$ cat src/rtl/dcal_pkg.sv
package dcal_pkg;
  typedef enum logic [3:0] {
    S_IDLE, S_BYP, S_ZERO, S_SETTLE, S_SAMPLE, S_STEP, S_SCAN, S_PROG, S_DONE
  } cal_st_e;
endpackage

$ cat src/rtl/dcal_vote.sv
// Majority accumulator over VOTES qualifying samples.
module dcal_vote #(
  parameter int VOTES = 3
) (
  input  logic clk,
  input  logic rst_n,
  input  logic clr,
  input  logic en,
  input  logic bit_in,
  output logic maj
);
  localparam int VW = $clog2(VOTES + 1);
  logic [VW-1:0] ones_q;
  logic [VW:0]   tot;

  always_ff @(posedge clk) begin
    if (!rst_n || clr) ones_q <= '0;
    else if (en)       ones_q <= ones_q + VW'(bit_in);
  end

  // includes the sample arriving with the final vote
  always_comb begin
    tot = {1'b0, ones_q} + (VW + 1)'(bit_in);
    maj = (32'(tot) * 2) > VOTES;
  end
endmodule

$ cat src/rtl/dcal_edge.sv
// Finds the first transition in a sample map and counts all transitions.
module dcal_edge #(
  parameter int N = 64
) (
  input  logic [N-1:0]         tbl,
  output logic                 ok,
  output logic [$clog2(N)-1:0] idx
);
  localparam int IW = $clog2(N);
  logic [IW:0] cnt;
  logic        found;

  always_comb begin
    cnt   = '0;
    idx   = '0;
    found = 1'b0;
    for (int i = 1; i < N; i++) begin
      if (tbl[i] != tbl[i-1]) begin
        if (!found) begin
          idx   = IW'(i);
          found = 1'b1;
        end
        cnt = cnt + 1'b1;
      end
    end
    ok = (cnt != '0) && (cnt <= (IW + 1)'(2));
  end
endmodule

$ cat src/rtl/dcal_lane.sv
// Per-line delay control registers: load/increment strobes, phase and fail.
module dcal_lane #(
  parameter int TAPW = 5
) (
  input  logic            clk,
  input  logic            rst_n,
  input  logic            ld_zero,
  input  logic            ld_byp,
  input  logic            ld_prog,
  input  logic            inc_req,
  input  logic            prog_ok,
  input  logic [TAPW-1:0] prog_tap,
  input  logic            prog_ph,
  input  logic [TAPW-1:0] byp_tap,
  output logic            dly_ld,
  output logic            dly_inc,
  output logic [TAPW-1:0] dly_val,
  output logic            phase_sel,
  output logic            fail
);
  always_ff @(posedge clk) begin
    if (!rst_n) begin
      dly_ld    <= 1'b0;
      dly_inc   <= 1'b0;
      dly_val   <= '0;
      phase_sel <= 1'b0;
      fail      <= 1'b0;
    end else begin
      dly_ld  <= 1'b0;
      dly_inc <= inc_req;
      if (ld_zero) begin
        dly_ld    <= 1'b1;
        dly_val   <= '0;
        phase_sel <= 1'b0;
        fail      <= 1'b0;
      end else if (ld_byp) begin
        dly_ld    <= 1'b1;
        dly_val   <= byp_tap;
        phase_sel <= 1'b0;
        fail      <= 1'b0;
      end else if (ld_prog) begin
        dly_ld <= 1'b1;
        if (prog_ok) begin
          dly_val   <= prog_tap;
          phase_sel <= prog_ph;
          fail      <= 1'b0;
        end else begin
          dly_val   <= byp_tap;
          phase_sel <= 1'b0;
          fail      <= 1'b1;
        end
      end
    end
  end
endmodule

$ cat src/rtl/dly_cal_ctrl.sv
module dly_cal_ctrl
  import dcal_pkg::*;
#(
  parameter int NLINES = 12,
  parameter int TAPW   = 5,
  parameter int SETTLE = 4,
  parameter int VOTES  = 3
) (
  input  logic                   clk,
  input  logic                   rst_n,
  input  logic                   cal_start,
  input  logic                   bypass_en,
  input  logic [NLINES*TAPW-1:0] byp_tap,
  input  logic [NLINES-1:0]      smp_ph1,
  input  logic [NLINES-1:0]      smp_ph2,
  output logic [NLINES-1:0]      dly_ld,
  output logic [NLINES-1:0]      dly_inc,
  output logic [NLINES*TAPW-1:0] dly_val,
  output logic [NLINES-1:0]      phase_sel,
  output logic [NLINES-1:0]      fail_map,
  output logic                   cal_fail,
  output logic                   pattern_req,
  output logic                   cal_busy,
  output logic                   cal_done
);
  localparam int NTAPS = 1 << TAPW;
  localparam int TBL   = 2 * NTAPS;
  localparam int LW    = (NLINES > 1) ? $clog2(NLINES) : 1;
  localparam int SW    = $clog2(SETTLE + 1);
  localparam int VW    = $clog2(VOTES + 1);

  cal_st_e          st_q;
  logic [LW-1:0]    line_q;
  logic [TAPW-1:0]  tap_q;
  logic [SW-1:0]    set_q;
  logic [VW-1:0]    vcnt_q;
  logic             ph_q;
  logic             auto_q;
  logic [TBL-1:0]   tbl_q;
  logic             res_ok_q;
  logic [TAPW:0]    res_pos_q;

  logic             s1, s2, m1, m2, vclr, vtake;
  logic             e_ok;
  logic [TAPW:0]    e_idx;

  assign s1    = smp_ph1[line_q];
  assign s2    = smp_ph2[line_q];
  assign vclr  = (st_q == S_SETTLE);
  assign vtake = (st_q == S_SAMPLE) && ph_q;

  dcal_vote #(.VOTES(VOTES)) u_vote1 (
    .clk(clk), .rst_n(rst_n), .clr(vclr), .en(vtake), .bit_in(s1), .maj(m1));
  dcal_vote #(.VOTES(VOTES)) u_vote2 (
    .clk(clk), .rst_n(rst_n), .clr(vclr), .en(vtake), .bit_in(s2), .maj(m2));

  dcal_edge #(.N(TBL)) u_edge (.tbl(tbl_q), .ok(e_ok), .idx(e_idx));

  always_ff @(posedge clk) begin
    if (!rst_n) begin
      st_q      <= S_IDLE;
      line_q    <= '0;
      tap_q     <= '0;
      set_q     <= '0;
      vcnt_q    <= '0;
      ph_q      <= 1'b0;
      auto_q    <= 1'b1;
      tbl_q     <= '0;
      res_ok_q  <= 1'b0;
      res_pos_q <= '0;
    end else begin
      ph_q <= ~ph_q;
      unique case (st_q)
        S_IDLE: if (auto_q || cal_start) begin
          auto_q <= 1'b0;
          st_q   <= bypass_en ? S_BYP : S_ZERO;
        end
        S_BYP: st_q <= S_DONE;
        S_ZERO: begin
          line_q <= '0;
          tap_q  <= '0;
          set_q  <= '0;
          st_q   <= S_SETTLE;
        end
        S_SETTLE: begin
          if (set_q == SW'(SETTLE - 1)) begin
            set_q  <= '0;
            vcnt_q <= '0;
            st_q   <= S_SAMPLE;
          end else begin
            set_q <= set_q + 1'b1;
          end
        end
        S_SAMPLE: if (ph_q) begin
          if (vcnt_q == VW'(VOTES - 1)) begin
            tbl_q[{1'b0, tap_q}] <= m1;
            tbl_q[{1'b1, tap_q}] <= m2;
            st_q <= (tap_q == TAPW'(NTAPS - 1)) ? S_SCAN : S_STEP;
          end else begin
            vcnt_q <= vcnt_q + 1'b1;
          end
        end
        S_STEP: begin
          tap_q <= tap_q + 1'b1;
          st_q  <= S_SETTLE;
        end
        S_SCAN: begin
          res_ok_q  <= e_ok;
          res_pos_q <= e_idx + (TAPW + 1)'(NTAPS);
          st_q      <= S_PROG;
        end
        S_PROG: begin
          if (line_q == LW'(NLINES - 1)) begin
            st_q <= S_DONE;
          end else begin
            line_q <= line_q + 1'b1;
            tap_q  <= '0;
            st_q   <= S_SETTLE;
          end
        end
        S_DONE: st_q <= S_IDLE;
        default: st_q <= S_IDLE;
      endcase
    end
  end

  for (genvar g = 0; g < NLINES; g++) begin : g_lane
    dcal_lane #(.TAPW(TAPW)) u_lane (
      .clk      (clk),
      .rst_n    (rst_n),
      .ld_zero  (st_q == S_ZERO),
      .ld_byp   (st_q == S_BYP),
      .ld_prog  ((st_q == S_PROG) && (line_q == LW'(g))),
      .inc_req  ((st_q == S_STEP) && (line_q == LW'(g))),
      .prog_ok  (res_ok_q),
      .prog_tap (res_pos_q[TAPW-1:0]),
      .prog_ph  (res_pos_q[TAPW]),
      .byp_tap  (byp_tap[g*TAPW +: TAPW]),
      .dly_ld   (dly_ld[g]),
      .dly_inc  (dly_inc[g]),
      .dly_val  (dly_val[g*TAPW +: TAPW]),
      .phase_sel(phase_sel[g]),
      .fail     (fail_map[g])
    );
  end

  assign cal_fail    = |fail_map;
  assign cal_done    = (st_q == S_DONE);
  assign cal_busy    = (st_q != S_IDLE);
  assign pattern_req = (st_q == S_ZERO) || (st_q == S_SETTLE) || (st_q == S_SAMPLE) ||
                       (st_q == S_STEP) || (st_q == S_SCAN)   || (st_q == S_PROG);
endmodule

$ cat config.mk
export PLATFORM = sky130hd
export DESIGN_NAME = dly_cal_ctrl
export DESIGN_NICKNAME = d
export VERILOG_FILES = /design/src/rtl/dcal_pkg.sv /design/src/rtl/dcal_vote.sv /design/src/rtl/dcal_edge.sv /design/src/rtl/dcal_lane.sv /design/src/rtl/dly_cal_ctrl.sv
export SDC_FILE = /design/constraint.sdc
export NUM_CORES = 1
export LEC_CHECK = 0
export BUFFER_PORTS_ARGS = -buffer_cell sky130_fd_sc_hd__buf_4
export CAP_MARGIN = 20
export CORE_MARGIN = 2
export CORE_UTILIZATION = 62
export DETAILED_ROUTE_END_ITERATION = 8
export GPL_ROUTABILITY_DRIVEN = 0
export GPL_TIMING_DRIVEN = 1
export HOLD_SLACK_MARGIN = 0.05
export PLACE_DENSITY = 0.83
export SLEW_MARGIN = 10
export SYNTH_ARGS = -nofsm -noshare
export SYNTH_HDL_FRONTEND = slang
export SYNTH_SLANG_ARGS = --single-unit
$ cat constraint.sdc
create_clock -name clk -period 46.1 [get_ports clk]
set_input_delay 2.305 -clock clk [delete_from_list [all_inputs] [get_ports clk]]
set_output_delay 2.305 -clock clk [all_outputs]
set_load 0.01 [all_outputs]
==> results of run 1 <==
==> state kept, by name, summed over array words and instances (netlist names) <==
signal	cells
tbl_q	64
g_lane.u_lane.dly_val	60
g_lane.u_lane.dly_inc	12
g_lane.u_lane.dly_ld	12
g_lane.u_lane.fail	12
g_lane.u_lane.phase_sel	12
res_pos_q	6
tap_q	5
line_q	4
st_q	4
set_q	3
u_vote1.ones_q	2
u_vote2.ones_q	2
vcnt_q	2
auto_q	1
ph_q	1
res_ok_q	1
==> how the worst max path moves through the flow <==
stage / startpoint / end / slack (ps) / cells after the start
2_1_floorplan: tbl_q[2] / res_ok_q / 7650 / 210
3_5_place_dp: tbl_q[2] / res_ok_q / 4510 / 204
6_report: tbl_q[2] / res_ok_q / 3830 / 204
3_3_place_gp: tbl_q[2] / res_ok_q / 6550 / 204
5_1_grt: tbl_q[2] / res_ok_q / 870 / 204
4_1_cts: tbl_q[2] / res_ok_q / 4360 / 204
==> stage by stage <==
| stage | setup slack (ps) | utilization [%] |
|---|---|---|
| 6_report | 3830 | 67.8 |
| 2_1_floorplan | 7650 | - |
| 4_1_cts | 4360 | 67.6 |
| 3_3_place_gp | 6550 | 65.6 |
| 3_5_place_dp | 4510 | 65.7 |
| 5_1_grt | 872 | 67.8 |
==> synth_stat cells (10+ instances only) <==
master    instances
o31ai_1          20
or3_1            19
mux2i_1          33
or2_2            15
nor3b_1          25
nor4_1           20
xnor3_1          11
nand3_1          98
clkbuf_1        137
dfxtp_1         203
o22ai_1          24
xor2_1          100
nor2b_1          25
nand2_1         351
a21boi_0         10
a21o_1           10
and2_1           35
buf_2            15
nand3b_1         15
a221oi_1         14
a22oi_1          14
ha_1             79
and3_1           47
buf_4            49
mux2_2           15
nor3_1           70
o21ai_0         150
a31oi_1          56
o211ai_1         19
xnor2_1         197
nor2_1          406
xnor2_2          17
nand4_1          27
a211oi_1        136
nand2b_1         33
buf_1            27
inv_1            76
a21oi_1         225
==> kinds of logic after synthesis <==
family,after synthesis
muxes,58
buffers and inverters,304
AOI/OAI and AO/OA,810
DFF,203
and+or+nand+nor,1234
adders and majority gates,80
xor gates and xnor gates,355
==> report_power, final <==
part           internal [mW]  leakage, nW  switching [mW]  total [mW]
clock network          0.101        0.338          0.0708       0.172
registers              0.203         1.64          0.0161       0.219
logic                 0.0587         7.55          0.0748       0.133
==> worst min-delay path: cells and delay by family, from the launching register on <==
kind | cells | cell delay [ps]
flip-flops | 1 | 300
AND/OR/NAND/NOR | 2 | 80
==> final cells by class <==
| type | instances | area, sq um |
|---|---|---|
| multi-input combinational | 2537 | 16700 |
| clock inverter | 8 | 100 |
| sequential | 203 | 4060 |
| clock buffer | 26 | 584 |
| timing repair buffer | 213 | 1640 |
| tap | 461 | 577 |
| inverter | 76 | 285 |
| fill | 2884 | 11400 |
==> per-layer routing <==
metal	GRT usage (%)	up-vias	routed length (um)
li1	-	10900	-
met1	41.6	10500	26300
met2	55.8	918	30100
met3	4.73	138	4340
met4	9.66	2	1520
met5	0	-	17
==> layout by cell type (no fill, tap or decap), types with 24 or more instances in the layout <==
cell type and instances:
nor2_1 406, nand2_1 349, a21oi_1 225, buf_4 209, dfxtp_1 203, xnor2_1 196, o21ai_0 150, a211oi_1 136
xor2_1 99, nand3_1 98, ha_1 79, inv_1 75, nor3_1 70, a31oi_1 56, and3_1 47, and2_1 35
nand2b_1 33, mux2i_1 33, nand4_1 27, nor2b_1 25, nor3b_1 25, o22ai_1 24
==> flow_summary.json, run 1 <==
{
  "floorplan.rows": 69,
  "cts_made_buffers": 21,
  "synth_edf_count": 0,
  "period_minus_slack_ps": 42270,
  "end_kind": "register",
  "skew_ps": 21.9,
  "drc": 0,
  "drt_wl_total_um": 62200,
  "clkTransAtPathRegs_ps": 60,
  "cts_root_buf": "clkbuf_16",
  "yosysSeqAreaShare_pct": 18.4,
  "path_buf_inv": 16,
  "hold_start": "set_q[2]",
  "syn-num-nets": 3211,
  "fin_setup_tns_ps": 0,
  "rsz0062_at_grt": "no",
  "critPathMaxStageDelay_ps": 890,
  "total_power_mw": 0.524,
  "synth_area_leaders": "dfxtp_1, xnor2_1, nor2_1, nand2_1, a21oi_1",
  "antenna_left": 0,
  "setup_violations": 0,
  "die_w_um": 193,
  "htree_levels": 1,
  "cts.hold.buffers_added": 0,
  "final_area_sq_um": 23900,
  "synthXorXnorAreaFrac_pct": 17.4,
  "antennaDiodeCount": 0,
  "grtUsageTotal_pct": 32.3,
  "crit_required_ps": 46470,
  "cap_violations": 0,
  "io_pins": 200,
  "synth_top_area_share_pct": 18.4,
  "first_pass_iters": 6,
  "die-area_sq_um": 37100,
  "clk_latency_ps": 510,
  "grt_overflow": 0,
  "max_freq_ghz": 0.0237,
  "synth-simple-area-share_pct": 26.2,
  "place_area_sq_um": 23200,
  "path_common_cell": "ha_1",
  "min_period_over_period_pct": 91.7,
  "slowest_stage": "dfxtp_1",
  "dpl.cell_count": 3487,
  "synth-async-reset-ratio_pct": 0,
  "holdWs_ps": 432,
  "r2r_cells": 204,
  "grt_max_degree": 61,
  "cts.path.max_buffers": 3,
  "cts_tree": "built",
  "crit_family": "adder cells",
  "synth_flop_cell": "dfxtp_1",
  "cts_resized": 0,
  "rr_endpoint": "res_ok_q",
  "grt_pass1_vias": 21000,
  "rr_startpoint": "tbl_q[2]",
  "start_kind": "register",
  "p_leak_nw": 9.54,
  "dpl.hpwl_um": 47500,
  "min_to": "set_q[2]",
  "status": "finished clean",
  "cp_max_fo": 20,
  "start_util_pct": 62.4,
  "hp-class": "register to register",
  "fin_nets": 3219,
  "post_cts_buffers": 0,
  "fp.dieH_um": 193,
  "min_path_cells": 2,
  "grt_antenna_before_repair": 1,
  "synth-seq-cells": 203,
  "finalHoldViolCount": 0,
  "synth_fa_ha_area_share_pct": 4.53,
  "synth_top_family_by_area": "simple AND/OR/NAND/NOR gates",
  "area_delta_synth_final_pct": 8.49,
  "synth_mux_area_share_pct": 3.17,
  "stdcell_count": 3524,
  "slew_viol_final": 0,
  "arrival_ps": 42650,
  "syn_area_sq_um": 22100,
  "drive_gt1_share_pct": 12.1,
  "max_slew.worst_pin.slew_ps": 1020,
  "fp.coreArea_sq_um": 35300,
  "synth.largest_area_cell": "dfxtp_1",
  "p_per_area_nw_per_um2": 21.9,
  "r2r_slack_ps": 3830,
  "synth_compound_area_share_pct": 24.2,
  "vdd_drop_max_v": 0.0000508,
  "routedWlPerCell_um": 17.6,
  "yosysWarnings": 0,
  "portBuffers": 199,
  "grt_pass1_wl_um": 101000,
  "clkSinkCount": 203,
  "syn_inst": 3044,
  "avgSynthCellArea_sq_um": 7.24,
  "slew-limit-headroom_pct": 31.7,
  "drtIter0Drc": 2007,
  "vias": 22400,
  "crit_type": "register to register",
  "ys_types": 110,
  "vias_per_cell": 6.36
}
No activity file was read; power rests on OpenSTA's default activity.
==> run 2, diff against run 1 <==
--- a/config.mk
+++ b/config.mk
@@ -13,7 +13,7 @@
 export GPL_ROUTABILITY_DRIVEN = 0
 export GPL_TIMING_DRIVEN = 1
 export HOLD_SLACK_MARGIN = 0.05
-export PLACE_DENSITY = 0.83
+export PLACE_DENSITY_LB_ADDON = 0.25
 export SLEW_MARGIN = 10
 export SYNTH_ARGS = -nofsm -noshare
 export SYNTH_HDL_FRONTEND = slang
==> run 2 against run 1 <==
Via count is essentially flat; sequential power is essentially flat; power grew 1.2%; wire length grew 0.25%; critical path depth is the same; worst setup slack lost 300 ps; clock power grew 4%; largest cell class unchanged.
==> flow_summary.json, run 2 (same netlist as run 1, synthesis figures left out) <==
{
  "cap_violations": 0,
  "status": "finished clean",
  "io_pins": 200,
  "drtIter0Drc": 1950,
  "cts_resized": 0,
  "fp.coreArea_sq_um": 35300,
  "finalHoldViolCount": 0,
  "grtUsageTotal_pct": 32.7,
  "cp_max_fo": 20,
  "switchingPower_mw": 0.161,
  "fin_nets": 3219,
  "routedWlPerCell_um": 17.7,
  "min_period_over_period_pct": 92.3,
  "max_slew.worst_pin.slew_ps": 1060,
  "grt_overflow": 0,
  "cts_root_buf": "clkbuf_16",
  "skew_ps": 23.3,
  "nFillCells": 2961,
  "final_common_cell": "nor2_1",
  "clk_latency_ps": 500,
  "area_delta_synth_final_pct": 8.69,
  "cts_made_buffers": 21,
  "dpl.hpwl_um": 47600,
  "antennaDiodeCount": 0,
  "setup_violations": 0,
  "arrival_ps": 42920,
  "crit_required_ps": 46450,
  "p_int_mw": 0.369,
  "p_leak_nw": 9.56,
  "drc": 0,
  "slowest_stage": "dfxtp_1",
  "largest_reg_flops": 64,
  "hp-class": "register to register",
  "clkSinkCount": 203,
  "start_util_pct": 62.4,
  "max_freq_ghz": 0.0235,
  "first_pass_iters": 6,
  "swShare_pct": 30.4,
  "antenna_left": 0,
  "post_cts_buffers": 0,
  "critPathMaxStageDelay_ps": 930,
  "die_w_um": 193,
  "die-area_sq_um": 37100,
  "pwr-share-clk_pct": 33.8,
  "holdWs_ps": 432,
  "cts.hold.buffers_added": 0,
  "cts_tree": "built",
  "seq_power_share_pct": 41.3,
  "portBuffers": 199,
  "start_kind": "register",
  "fin_setup_tns_ps": 0,
  "vdd_drop_max_v": 0.0000400,
  "grt_pass1_vias": 21100,
  "slew-limit-headroom_pct": 29.3,
  "vias": 22400,
  "htree_levels": 1,
  "slew_viol_final": 0,
  "p_per_area_nw_per_um2": 22.1,
  "cts.path.max_buffers": 3,
  "top_regs": "tbl_q x64, g_lane.u_lane.dly_val x60",
  "top_register": "tbl_q",
  "period_minus_slack_ps": 42570,
  "layout_common_cells": "nor2_1, nand2_1, a21oi_1",
  "grt_max_degree": 61,
  "rsz0062_at_grt": "no",
  "drt_wl_total_um": 62300,
  "end_kind": "register",
  "grt_pass1_wl_um": 102000,
  "clkTransAtPathRegs_ps": 70,
  "vias_per_cell": 6.35,
  "path_common_cell": "ha_1",
  "grt_antenna_before_repair": 1,
  "crit_type": "register to register",
  "drive_gt1_share_pct": 12.1,
  "floorplan.rows": 69,
  "pwr-share-comb_pct": 24.8,
  "fp.dieH_um": 193
}
==> run 2: changes by cell type in the layout (fill, tap and decap cells not counted), sizes merged <==
cell      previous run  this run
bufinv               2         3
clkbuf              26        28
clkinv               3         5
clkinvlp             1         0
==> run 2: cell type report <==
class | instances | area, sq um | area share, %
sequential | 203 | 4060 | 17.0
clock buffer | 28 | 592 | 2.47
tap | 461 | 577 | 2.41
inverter | 76 | 285 | 1.19
multi-input combinational | 2537 | 16700 | 69.6
clock inverter | 10 | 136 | 0.569
timing repair buffer | 213 | 1640 | 6.84
==> run 2: path summary, 6_finish.rpt <==
kind | from | to | slack, ps | cells after the start
min | set_q[2] | set_q[2] | 430 | 2
min reg2reg | set_q[2] | set_q[2] | 430 | 2
max reg2reg | tbl_q[2] | res_ok_q | 3530 | 204
max | tbl_q[2] | res_ok_q | 3530 | 204
==> run 2: metal layers <==
metal | vias up | global-route usage (%) | wire (um)
met5 | - | 0 | 13
met4 | 2 | 11.0 | 1690
met3 | 138 | 4.67 | 4370
met2 | 868 | 56.5 | 30200
met1 | 10500 | 41.5 | 26000
li1 | 10900 | - | -
==> run 2: worst max-delay path: cells and delay by family, from the launching register on <==
kind	cells	cell delay, ps
xor+xnor	3	570
simple gates	55	5960
buf+inv	16	1430
fa+ha+maj	59	18760
mux	12	3260
compound gates	59	11440
flops	1	930
==> run 2: stage by stage <==
stage          instances  util, %  worst slack (ps)  instance area [sq um]  total power, mW
2_1_floorplan       3044        -              7650                  22100            0.291
3_3_place_gp        3486     65.6              6530                  23200            0.348
3_5_place_dp        3487     65.7              4380                  23200            0.352
4_1_cts             3525     67.7              4030                  23900            0.530
5_1_grt             3528     67.9              61.9                  24000            0.553
6_report            3528     67.9              3530                  24000            0.530
==> run 2: power by group through the flow <==
stage          clock [mW]  combinational, mW  sequential (mW)
3_5_place_dp            0              0.130            0.222
6_report            0.179              0.132            0.219
3_3_place_gp            0              0.127            0.221
2_1_floorplan           0             0.0624            0.228
5_1_grt             0.187              0.143            0.223
4_1_cts             0.180              0.131            0.219
==> run 3, diff against run 2 <==
--- a/config.mk
+++ b/config.mk
@@ -5,6 +5,7 @@
 export SDC_FILE = /design/constraint.sdc
 export NUM_CORES = 1
 export LEC_CHECK = 0
+export ABC_AREA = 1
 export BUFFER_PORTS_ARGS = -buffer_cell sky130_fd_sc_hd__buf_4
 export CAP_MARGIN = 20
 export CORE_MARGIN = 2
==> run 3 against run 2 <==
Combinational power rose by 21%; cell area is 4.2% higher; power is 4.2% higher; largest power group unchanged; highest routed layer is now met4.
==> flow_summary.json, run 3 <==
{
  "status": "finished clean",
  "floorplan.rows": 70,
  "clkSinkCount": 203,
  "cts_tree": "built",
  "rr_startpoint": "tbl_q[1]",
  "synth-async-reset-ratio_pct": 0,
  "final_common_cell": "nand2_1",
  "finalHoldViolCount": 0,
  "layout_common_cells": "nand2_1, inv_1, nand2_2",
  "cts.hold.buffers_added": 0,
  "fp.dieH_um": 195,
  "htree_levels": 1,
  "synth_area_leaders": "dfxtp_1, nand2_1, inv_1, nand2_2, nand3_2",
  "synth_flop_cell": "dfxtp_1",
  "multiInputGateArea_sq_um": 15400,
  "grt_overflow": 0,
  "io_pins": 200,
  "yosysMostFrequentCell": "nand2_1",
  "fp.coreArea_sq_um": 36300,
  "hp-class": "register to register",
  "max_freq_ghz": 0.0359,
  "crit_start": "tbl_q[1]",
  "post_cts_buffers": 0,
  "drt_wl_total_um": 55200,
  "grt_max_degree": 87,
  "first_pass_iters": 5,
  "vdd_drop_max_v": 0.0000406,
  "yosysSeqAreaShare_pct": 17.9,
  "seq_area_sq_um": 4060,
  "start_kind": "register",
  "arrival_ps": 28230,
  "path_common_cell": "nand2_1",
  "top_register": "tbl_q",
  "syn-num-nets": 3971,
  "rsz0062_at_grt": "no",
  "syn_inst": 3804,
  "rr_endpoint": "res_ok_q",
  "grtUsageTotal_pct": 28.5,
  "slew_viol_final": 0,
  "cts.path.max_buffers": 3,
  "min_period_over_period_pct": 60.4,
  "fin_ws_ps": 18260,
  "portBuffers": 199,
  "min_path_cells": 2,
  "nFillCells": 3315,
  "crit_type": "register to register",
  "grt_pass1_vias": 21800,
  "max_slew.worst_pin.slew_ps": 868,
  "setup_violations": 0,
  "synth.largest_area_cell": "dfxtp_1",
  "vias_per_cell": 5.27,
  "ys_types": 55,
  "synth-seq-cells": 203,
  "cts_root_buf": "clkbuf_16",
  "cts_made_buffers": 20,
  "cap_violations": 0,
  "fin_nets": 4089,
  "grt_pass1_wl_um": 95500,
  "area_delta_synth_final_pct": 9.89,
  "critPathMaxStageDelay_ps": 370,
  "hold_start": "set_q[2]",
  "synth_top_area_share_pct": 17.9,
  "die_w_um": 195,
  "routedWlPerCell_um": 12.5,
  "p_leak_nw": 13.7,
  "fin_setup_tns_ps": 0,
  "dpl.hpwl_um": 44500,
  "crit_required_ps": 46490,
  "antennaDiodeCount": 0,
  "cp_max_fo": 4,
  "die-area_sq_um": 38200,
  "clkTransAtPathRegs_ps": 70,
  "period_minus_slack_ps": 27840,
  "vias": 23200,
  "drc": 0,
  "min_to": "set_q[2]",
  "netlist_top_cells_count": "nand2_1, inv_1, nand2_2",
  "clk_latency_ps": 520,
  "slew-limit-headroom_pct": 41.7,
  "slowest_stage": "dfxtp_1",
  "drtIter0Drc": 1127,
  "r2r_cells": 195,
  "drive_gt1_share_pct": 22.3,
  "place_ws_ps": 18300,
  "cts_resized": 0,
  "r2r_slack_ps": 18260,
  "largest_reg_flops": 64,
  "end_kind": "register",
  "p_per_area_nw_per_um2": 22.1,
  "start_util_pct": 62.5,
  "grt_antenna_before_repair": 0,
  "skew_ps": 23.1,
  "yosysWarnings": 0,
  "antenna_left": 0,
  "avgSynthCellArea_sq_um": 5.97,
  "syn_area_sq_um": 22700,
  "top_regs": "tbl_q x64, g_lane.u_lane.dly_val x60",
  "synth_edf_count": 0
}
==> run 3: cell types whose count changed after synthesis, moves of 107 or more <==
| cell | before | now |
|---|---|---|
| nand3_2 | 1 | 197 |
| o21ai_0 | 150 | 294 |
| xnor2_1 | 197 | 1 |
| nand2_1 | 351 | 808 |
| a21oi_1 | 225 | 118 |
| a211oi_1 | 136 | 15 |
| inv_1 | 76 | 684 |
| nand3_1 | 98 | 304 |
| nand2_2 | 2 | 345 |
==> run 3: worst max-delay path by stage <==
stage / endpoint / slack [ps]
4_1_cts: res_ok_q / 18170
6_report: res_ok_q / 18260
5_1_grt: res_ok_q / 16140
2_1_floorplan: res_ok_q / 19870
3_5_place_dp: res_ok_q / 18300
3_3_place_gp: res_ok_q / 19110
==> run 3: final cells by class <==
class	count	area share, %
tap	468	2.35
sequential	203	16.3
timing repair buffer	205	6.16
inverter	697	10.6
multi-input combinational	2795	61.8
clock buffer	25	2.16
clock inverter	11	0.677
==> run 3: cells by family (layout without fill, tap and decap cells) <==
kind of cell	Yosys count	count (layout)	synth area share, %
simple gates	2155	2155	49.8
flops	203	203	17.9
fa+ha+maj	79	79	4.35
buf+inv	806	938	14.3
compound gates	559	559	13.6
xor+xnor	2	2	0.0771
==> run 3: power breakdown <==
part	internal (mW)	total, mW	switching [mW]
logic	0.0607	0.160	0.0989
registers	0.202	0.218	0.0162
clock network	0.102	0.175	0.0736
==> run 3: worst max-delay path: cells and delay by family, from the launching register on <==
kind,cells,cell delay (ps)
adders and majority gates,61,16500
buffers and inverters,4,320
xor gates and xnor gates,1,230
DFF,1,370
and+or+nand+nor,127,10220
AOI/OAI and AO/OA,2,150
==> run 3: through the flow <==
stage | area (sq um) | hold WS, ps | total power, mW | cells | util, %
after floorplan | 22700 | 408 | 0.309 | 3804 | -
after global placement | 24200 | 427 | 0.375 | 4367 | 66.7
after detailed placement | 24200 | 436 | 0.376 | 4367 | 66.7
after CTS | 25000 | 448 | 0.551 | 4403 | 68.7
after global routing | 25000 | 480 | 0.578 | 4404 | 68.7
final | 25000 | 443 | 0.553 | 4404 | 68.7
==> run 3: metal layers <==
| metal | wire [um] | global-route usage, % | up-vias |
|---|---|---|---|
| met2 | 26000 | 51.9 | 488 |
| met5 | 0 | 0 | - |
| met1 | 24200 | 34.0 | 10200 |
| met3 | 3330 | 5.11 | 104 |
| met4 | 1650 | 8.91 | 0 |
| li1 | - | - | 12400 |
